==> config.mk <==
export PLATFORM = sky130hd
export DESIGN_NAME = pbus_decode
export DESIGN_NICKNAME = d
export VERILOG_FILES = /design/src/rtl/pbus_pkg.sv /design/src/rtl/pbus_win_match.sv /design/src/rtl/pbus_ram_match.sv /design/src/rtl/pbus_seq.sv /design/src/rtl/pbus_decode.sv
export SDC_FILE = /design/constraint.sdc
export NUM_CORES = 1
export LEC_CHECK = 0
export CAP_MARGIN = 20
export CORE_MARGIN = 2
export CORE_UTILIZATION = 40
export DETAILED_ROUTE_END_ITERATION = 8
export PLACE_DENSITY = 0.76
export SLEW_MARGIN = 25
export SYNTH_ARGS = -nofsm -noshare
export SYNTH_HDL_FRONTEND = slang
export SYNTH_HIERARCHICAL = 1
export SYNTH_SLANG_ARGS = --single-unit
==> constraint.sdc <==
create_clock -name clk -period 3.1 [get_ports clk]
set_input_delay 0.93 -clock clk [delete_from_list [all_inputs] [get_ports clk]]
set_output_delay 0.93 -clock clk [all_outputs]
set_load 0.03 [all_outputs]
==> src/rtl/pbus_pkg.sv <==
// Shared constants and types of the peripheral bus decoder.
// Assumes a 24-bit byte address, 256-byte windows and a 64 KB segment.
package pbus_pkg;

    localparam int ADDR_W  = 24;   // CPU byte address width
    localparam int WIN_N   = 6;    // number of peripheral windows
    localparam int WIN_AW  = 8;    // address bits inside one window
    localparam int LO_AW   = 11;   // address bits inside the small RAM
    localparam int HI_AW   = 14;   // address bits inside the large RAM
    localparam int SEG_LSB = 16;   // lowest bit of the segment number
    localparam int OFF_W   = 14;   // width of the offset output
    localparam int EN_W    = 9;    // width of the per-window enable vector
    localparam int WAIT_N  = 2;    // wait states of a window access
    localparam int TGT_W   = WIN_N + 2;  // RAMs plus windows
    localparam int PAGE_FW = 16;   // stored page field width
    localparam int ENB_FW  = 4;    // stored enable-bit index field width

    // Segment of the large RAM and base of the small RAM
    localparam logic [ADDR_W-SEG_LSB-1:0] HI_SEG  = 8'h09;
    localparam logic [ADDR_W-1:0]         LO_BASE = 24'h00E000;

    // Window pages (address bits [23:8]), window 0 in the lowest field
    localparam logic [WIN_N*PAGE_FW-1:0] WIN_PAGE =
        {16'h00E8, 16'h00E9, 16'h00EC, 16'h00ED, 16'h00EE, 16'h00EF};

    // Enable-vector bit of each window, window 0 in the lowest field
    localparam logic [WIN_N*ENB_FW-1:0] WIN_ENBIT =
        {4'd8, 4'd7, 4'd6, 4'd4, 4'd1, 4'd0};

    // Number of leading windows whose enable drives the segment cap
    localparam int CAP_WINS = 2;

    typedef enum logic [2:0] {
        ST_IDLE,
        ST_WAIT,
        ST_DONE,
        ST_FAULT,
        ST_PASS
    } seq_state_t;

endpackage

==> src/rtl/pbus_win_match.sv <==
// Compares the address page with every peripheral window and gates each
// hit with the global bus enable and that window's own enable bit.
// Assumes the window pages in the package do not overlap.
module pbus_win_match
    import pbus_pkg::*;
#(
    parameter int P_ADDR_W = ADDR_W,
    parameter int P_WIN_N  = WIN_N,
    parameter int P_WIN_AW = WIN_AW,
    parameter int P_EN_W   = EN_W
) (
    input  logic [P_ADDR_W-1:0] addr,
    input  logic                bus_en,
    input  logic [P_EN_W-1:0]   per_en,
    output logic [P_WIN_N-1:0]  win_hit,
    output logic                win_any
);

    localparam int PAGE_W = P_ADDR_W - P_WIN_AW;

    logic [PAGE_W-1:0] page;

    assign page = addr[P_ADDR_W-1:P_WIN_AW];

    for (genvar i = 0; i < P_WIN_N; i++) begin : g_win
        localparam logic [PAGE_W-1:0] MY_PAGE =
            PAGE_W'(WIN_PAGE[i*PAGE_FW +: PAGE_FW]);
        localparam int MY_EN = int'(WIN_ENBIT[i*ENB_FW +: ENB_FW]);

        // Window i is hit when its page matches and both enables are set
        always_comb begin
            win_hit[i] = (page == MY_PAGE) && bus_en && per_en[MY_EN];
        end
    end

    // Any live window was hit
    always_comb begin
        win_any = |win_hit;
    end

endmodule

==> src/rtl/pbus_ram_match.sv <==
// Decodes the two RAM regions. The small region needs its own enable; the
// large one aliases every 16 KB inside its segment.
// Assumes the small region is aligned to its own size.
module pbus_ram_match
    import pbus_pkg::*;
#(
    parameter int P_ADDR_W  = ADDR_W,
    parameter int P_LO_AW   = LO_AW,
    parameter int P_SEG_LSB = SEG_LSB
) (
    input  logic [P_ADDR_W-1:0] addr,
    input  logic                lo_en,
    output logic                lo_hit,
    output logic                hi_hit
);

    localparam logic [P_ADDR_W-P_LO_AW-1:0] LO_TAG =
        LO_BASE[P_ADDR_W-1:P_LO_AW];

    // Small RAM: tag compare above its size, gated by its enable
    always_comb begin
        lo_hit = lo_en && (addr[P_ADDR_W-1:P_LO_AW] == LO_TAG);
    end

    // Large RAM: only the segment number matters, lower bits alias
    always_comb begin
        hi_hit = (addr[P_ADDR_W-1:P_SEG_LSB] == HI_SEG);
    end

endmodule

==> src/rtl/pbus_seq.sv <==
// Access sequencer: captures one request while idle, holds the target
// select through the wait states and raises ready, error or pass pulses.
// Assumes hit_vec is one-hot or zero and win_any marks a window hit.
module pbus_seq
    import pbus_pkg::*;
#(
    parameter int P_TGT_W  = TGT_W,
    parameter int P_OFF_W  = OFF_W,
    parameter int P_WAIT_N = WAIT_N
) (
    input  logic               clk,
    input  logic               rst_n,
    input  logic               req,
    input  logic               is_byte,
    input  logic [P_TGT_W-1:0] hit_vec,
    input  logic               win_any,
    input  logic [P_OFF_W-1:0] off_in,
    output logic [P_TGT_W-1:0] tgt_q,
    output logic [P_OFF_W-1:0] off_q,
    output logic               rdy,
    output logic               flt,
    output logic               pass
);

    localparam int CNT_W = (P_WAIT_N > 1) ? $clog2(P_WAIT_N) : 1;

    seq_state_t       state_q;
    logic [CNT_W-1:0] cnt_q;
    logic             take;
    logic             refuse;

    // A request is accepted only in idle; a byte access to a window is refused
    always_comb begin
        take   = (state_q == ST_IDLE) && req;
        refuse = win_any && is_byte;
    end

    // State, wait counter, held target and offset
    always_ff @(posedge clk) begin
        if (!rst_n) begin
            state_q <= ST_IDLE;
            cnt_q   <= '0;
            tgt_q   <= '0;
            off_q   <= '0;
        end else begin
            case (state_q)
                ST_IDLE: begin
                    if (take) begin
                        off_q <= off_in;
                        if ((|hit_vec) && !refuse) begin
                            tgt_q <= hit_vec;
                            if (win_any && (P_WAIT_N > 0)) begin
                                state_q <= ST_WAIT;
                                cnt_q   <= CNT_W'(P_WAIT_N - 1);
                            end else begin
                                state_q <= ST_DONE;
                            end
                        end else if (refuse) begin
                            state_q <= ST_FAULT;
                        end else begin
                            state_q <= ST_PASS;
                        end
                    end
                end
                ST_WAIT: begin
                    if (cnt_q == '0) begin
                        state_q <= ST_DONE;
                    end else begin
                        cnt_q <= cnt_q - 1'b1;
                    end
                end
                ST_DONE: begin
                    state_q <= ST_IDLE;
                    tgt_q   <= '0;
                end
                ST_FAULT: begin
                    state_q <= ST_DONE;
                end
                ST_PASS: begin
                    state_q <= ST_IDLE;
                end
                default: begin
                    state_q <= ST_IDLE;
                    tgt_q   <= '0;
                end
            endcase
        end
    end

    // Response pulses decoded from the registered state
    always_comb begin
        rdy  = (state_q == ST_DONE);
        flt  = (state_q == ST_FAULT);
        pass = (state_q == ST_PASS);
    end

endmodule

==> src/rtl/pbus_decode.sv <==
// Peripheral bus address decoder top. Joins the window and RAM matchers,
// forms the target offset, runs the sequencer and registers the
// segment-cap flag. Assumes req is a single-cycle pulse.
module pbus_decode
    import pbus_pkg::*;
(
    input  logic              clk,
    input  logic              rst_n,
    input  logic              req,
    input  logic [ADDR_W-1:0] addr,
    input  logic              byte_acc,
    input  logic              bus_en,
    input  logic [EN_W-1:0]   per_en,
    input  logic              ram_lo_en,
    output logic [1:0]        ram_sel,
    output logic [WIN_N-1:0]  win_sel,
    output logic              ext_sel,
    output logic [OFF_W-1:0]  dev_off,
    output logic              rdy,
    output logic              acc_err,
    output logic              seg_cap
);

    logic [WIN_N-1:0] win_hit;
    logic             win_any;
    logic             lo_hit;
    logic             hi_hit;
    logic [TGT_W-1:0] hit_vec;
    logic [TGT_W-1:0] tgt_q;
    logic [OFF_W-1:0] off_d;
    logic             cap_d;

    pbus_win_match #(
        .P_ADDR_W (ADDR_W),
        .P_WIN_N  (WIN_N),
        .P_WIN_AW (WIN_AW),
        .P_EN_W   (EN_W)
    ) u_win (
        .addr    (addr),
        .bus_en  (bus_en),
        .per_en  (per_en),
        .win_hit (win_hit),
        .win_any (win_any)
    );

    pbus_ram_match #(
        .P_ADDR_W  (ADDR_W),
        .P_LO_AW   (LO_AW),
        .P_SEG_LSB (SEG_LSB)
    ) u_ram (
        .addr   (addr),
        .lo_en  (ram_lo_en),
        .lo_hit (lo_hit),
        .hi_hit (hi_hit)
    );

    // Target vector: bit 0 small RAM, bit 1 large RAM, then the windows
    always_comb begin
        hit_vec = {win_hit, hi_hit, lo_hit};
    end

    // Offset inside the hit target, zero when nothing is hit
    always_comb begin
        off_d = '0;
        if (hi_hit) begin
            off_d = addr[HI_AW-1:0];
        end else if (lo_hit) begin
            off_d = OFF_W'(addr[LO_AW-1:0]);
        end else if (win_any) begin
            off_d = OFF_W'(addr[WIN_AW-1:0]);
        end
    end

    pbus_seq #(
        .P_TGT_W  (TGT_W),
        .P_OFF_W  (OFF_W),
        .P_WAIT_N (WAIT_N)
    ) u_seq (
        .clk     (clk),
        .rst_n   (rst_n),
        .req     (req),
        .is_byte (byte_acc),
        .hit_vec (hit_vec),
        .win_any (win_any),
        .off_in  (off_d),
        .tgt_q   (tgt_q),
        .off_q   (dev_off),
        .rdy     (rdy),
        .flt     (acc_err),
        .pass    (ext_sel)
    );

    // Split the held target into the RAM and window selects
    always_comb begin
        ram_sel = tgt_q[1:0];
        win_sel = tgt_q[TGT_W-1:2];
    end

    // Segment cap is wanted when any of the leading (CAN) windows is live
    always_comb begin
        cap_d = bus_en && (|per_en[CAP_WINS-1:0]);
    end

    // Register the segment-cap flag
    always_ff @(posedge clk) begin
        if (!rst_n) begin
            seg_cap <= 1'b0;
        end else begin
            seg_cap <= cap_d;
        end
    end

endmodule

==> results of run 1 <==
[area by class of cell]
| class | instances | area, µm² | area share, % |
|---|---|---|---|
| sequential | 27 | 541 | 23.7 |
| multi-input combinational | 118 | 862 | 37.8 |
| tap | 48 | 60.1 | 2.63 |
| timing repair buffer | 72 | 693 | 30.4 |
| clock buffer | 4 | 45.0 | 1.98 |
| inverter | 21 | 78.8 | 3.46 |
[worst paths after layout]
path | start | to | slack (ns) | depth (start not counted)
setup / recovery | addr[12] | u_seq/tgt_q[4] | 0.20 | 7
hold / removal | u_seq/off_q[8] | u_seq/off_q[8] | 0.46 | 2
setup reg to reg | u_seq/state_q[0] | u_seq/off_q[4] | 1.53 | 3
hold reg to reg | u_seq/off_q[8] | u_seq/off_q[8] | 0.46 | 2
[worst max-delay path, delay by kind of cell]
kind,cells,cell delay [ns]
AND/OR/NAND/NOR,4,1.02
buffers and inverters,1,0.51
AO/OA/AOI/OAI,2,0.62
[per-stage QoR]
stage / hold WS (ns) / utilization [%] / TNS, ns
2_1_floorplan: 0.473 / - / 0
3_3_place_gp: 0.448 / 60.6 / -0.285
3_5_place_dp: 0.449 / 60.6 / -0.534
4_1_cts: 0.462 / 61.8 / 0
5_1_grt: 0.483 / 61.8 / 0
6_report: 0.458 / 61.8 / 0
[state kept, by name, indices dropped and copies added, names as in the netlist]
signal,flops
u_seq/off_q,14
u_seq/cnt_q,1
u_seq/state_q,3
u_seq/tgt_q,8
seg_cap,1
[per-layer routing]
| layer | vias up | GRT usage, % | part of all wire [%] |
|---|---|---|---|
| met4 | 0 | 4.08 | 0.68 |
| li1 | 763 | - | - |
| met5 | - | 0 | 0 |
| met2 | 46 | 30.8 | 48 |
| met1 | 715 | 25.5 | 46 |
| met3 | 2 | 3.24 | 6.0 |
[cell families after synthesis]
| kind of cell | after synthesis |
|---|---|
| flops | 27 |
| compound gates | 41 |
| mux | 2 |
| simple gates | 75 |
| buf+inv | 32 |
[cell usage in the layout (no fill, tap or decap), drive strengths merged, types with 2 or more instances in the layout]
master / count
nor2: 4
dfxtp: 27
nand4: 2
clkdlybuf4s50: 61
nand2: 35
a21boi: 14
nand3: 4
clkbuf: 4
or4b: 2
nor4bb: 2
o211a: 2
inv: 21
or4: 3
o31a: 8
o32ai: 9
nor3: 9
o21a: 3
buf: 11
and2: 3
o22ai: 2
nor4b: 5
[power groups by stage]
| stage | logic [µW] | registers (µW) | clock network, µW |
|---|---|---|---|
| finish | 109 | 350 | 201 |
| global route | 117 | 350 | 222 |
| CTS | 110 | 350 | 206 |
| detailed placement | 109 | 358 | 0 |
| global placement | 108 | 358 | 0 |
| floorplan | 38.8 | 359 | 0 |
==> results.txt, run 1 <==
hold-fix buffers at CTS -> 0
kind of critical path -> input port to register
CTS tree -> done
Net Sw Frac -> 23.7%
Starting DRT DRC Count -> 69
H-tree Lvls -> 1
critical-path maximum fanout -> 8
Final setup viols -> 0
Post-Synth Simple-Gate Area -> 31.4%
synthesized flop and latch total -> 27
post-DP HPWL -> 3.07 mm
Detail Route Antenna Nets -> 0
Most used DFF post-synth -> dfxtp_1
CTS resizes -> 0
Crit path largest cell delay -> 0.54 ns
cell breakdown of the critical path -> clkdlybuf4s50_1, and4b_1, nand4_1, nor2_1, or4_4, o2111a_2, o32ai_1
pre-CTS WS -> -0.0694 ns
Final Skew -> 0.00259 ns
chip height -> 66.1 µm
synth unique cells -> 39
Int Pwr -> 503 µW
diode count -> 0
Post-route DRC -> 0
Clk pin slew, worst setup/hold paths -> 0.09 ns
synthesized net count -> 216
layout cell share with drive strength beyond 1 -> 14.0%
drt wl/cell -> 13.7 µm
PD cells -> 289 mW/mm²
crit end category -> register
fin crit share -> 93.6%
gp weighted congestion -> 0.803
Comb power frac -> 16.6%
Initial Util -> 41.8%
clock root buffer -> clkbuf_8
critical path data arrival time -> 3.08 ns
Layout fillers -> 337
Core Area -> 0.00369 mm²
Cells after Synth -> 177
max-slew violation count -> 0
grt ovf -> 0
Psw -> 157 µW
area of placed instances -> 0.00223 mm²
Die Footprint -> 0.00436 mm²
# port buffers -> 61
post-CTS setup buffers -> 0
sequential power share -> 53.0%
P&R area growth vs syn -> 48.0%
most common library cells after synthesis -> 35 x nand2_1, 27 x dfxtp_1, 21 x inv_1, 9 x nor3_1, 9 x o32ai_1
Clock Latency Late Sink -> 0.27 ns
sequential share of the synthesized area -> 35.1%
run status -> complete, no violations
vias per cell -> 5.26
clock buffer depth -> 2
All-Layer GR Usage -> 18.7%
Worst Slack Setup Final -> 0.199 ns
Synth Warn # -> 6
drt pass-1 iters -> 4
Startpoint Class -> input port
Hold Vio Cnt, Final -> 0
count leader, synth -> nand2_1
Worst path slowest cell -> or4_4
Compound-Gate Fraction of Synth Area -> 22.4%
fmax -> 0.345 GHz
Layout Nets -> 282
vias in the first global route -> 1385
Worst Tran Pin Value -> 0.711 ns
largest cells by area after synthesis -> dfxtp_1 35%, nand2_1 8.5%, inv_1 5.1%
largest net degree at the start of global routing -> 20
Mapped Area -> 0.00154 mm²
final worst path period need -> 2.90 ns
DR vias -> 1526
number of flops mapped to enable cells by yosys -> 0
largest family of logic cells by synthesized area -> simple AND/OR/NAND/NOR gates
MaxCap Viol Count -> 0
Finished Cell Area -> 0.00228 mm²
top cell type's share of synthesized area -> 35.1%
CTS buffer count -> 3
CTS sink count -> 27
Slew HR -> 52.4%
P_leak -> 0.000779 µW
Async SR Flop Fraction -> 0%
row count -> 22
area leader, netlist -> dfxtp_1
Tot Pwr -> 660 µW
Synth Area in Adders -> 0%
mux cell area share after synthesis -> 2.11%
die width -> 66.1 µm
HP Class -> register to register
WL final -> 3.99 mm
DP Cell Count -> 286
syn avg cell area -> 8.70 µm²
Non-Filler Instances -> 290
VDD IR max -> 0.213 mV
xor and xnor area share after synthesis -> 0%
Worst EP required -> 3.28 ns
# IOs -> 65
Clk pwr share -> 30.4%
RSZ-0062 raised after global routing -> no
global-route wire length before repair -> 6.44 mm
initial antenna violation count -> 0
Power figures use the tool's default switching activity.
==> run 2, diff against run 1 <==
CAP_MARGIN = 10   (was 20)
==> results of run 2 <==
The final DEF is identical to that of run 1; final timing and power are the same.
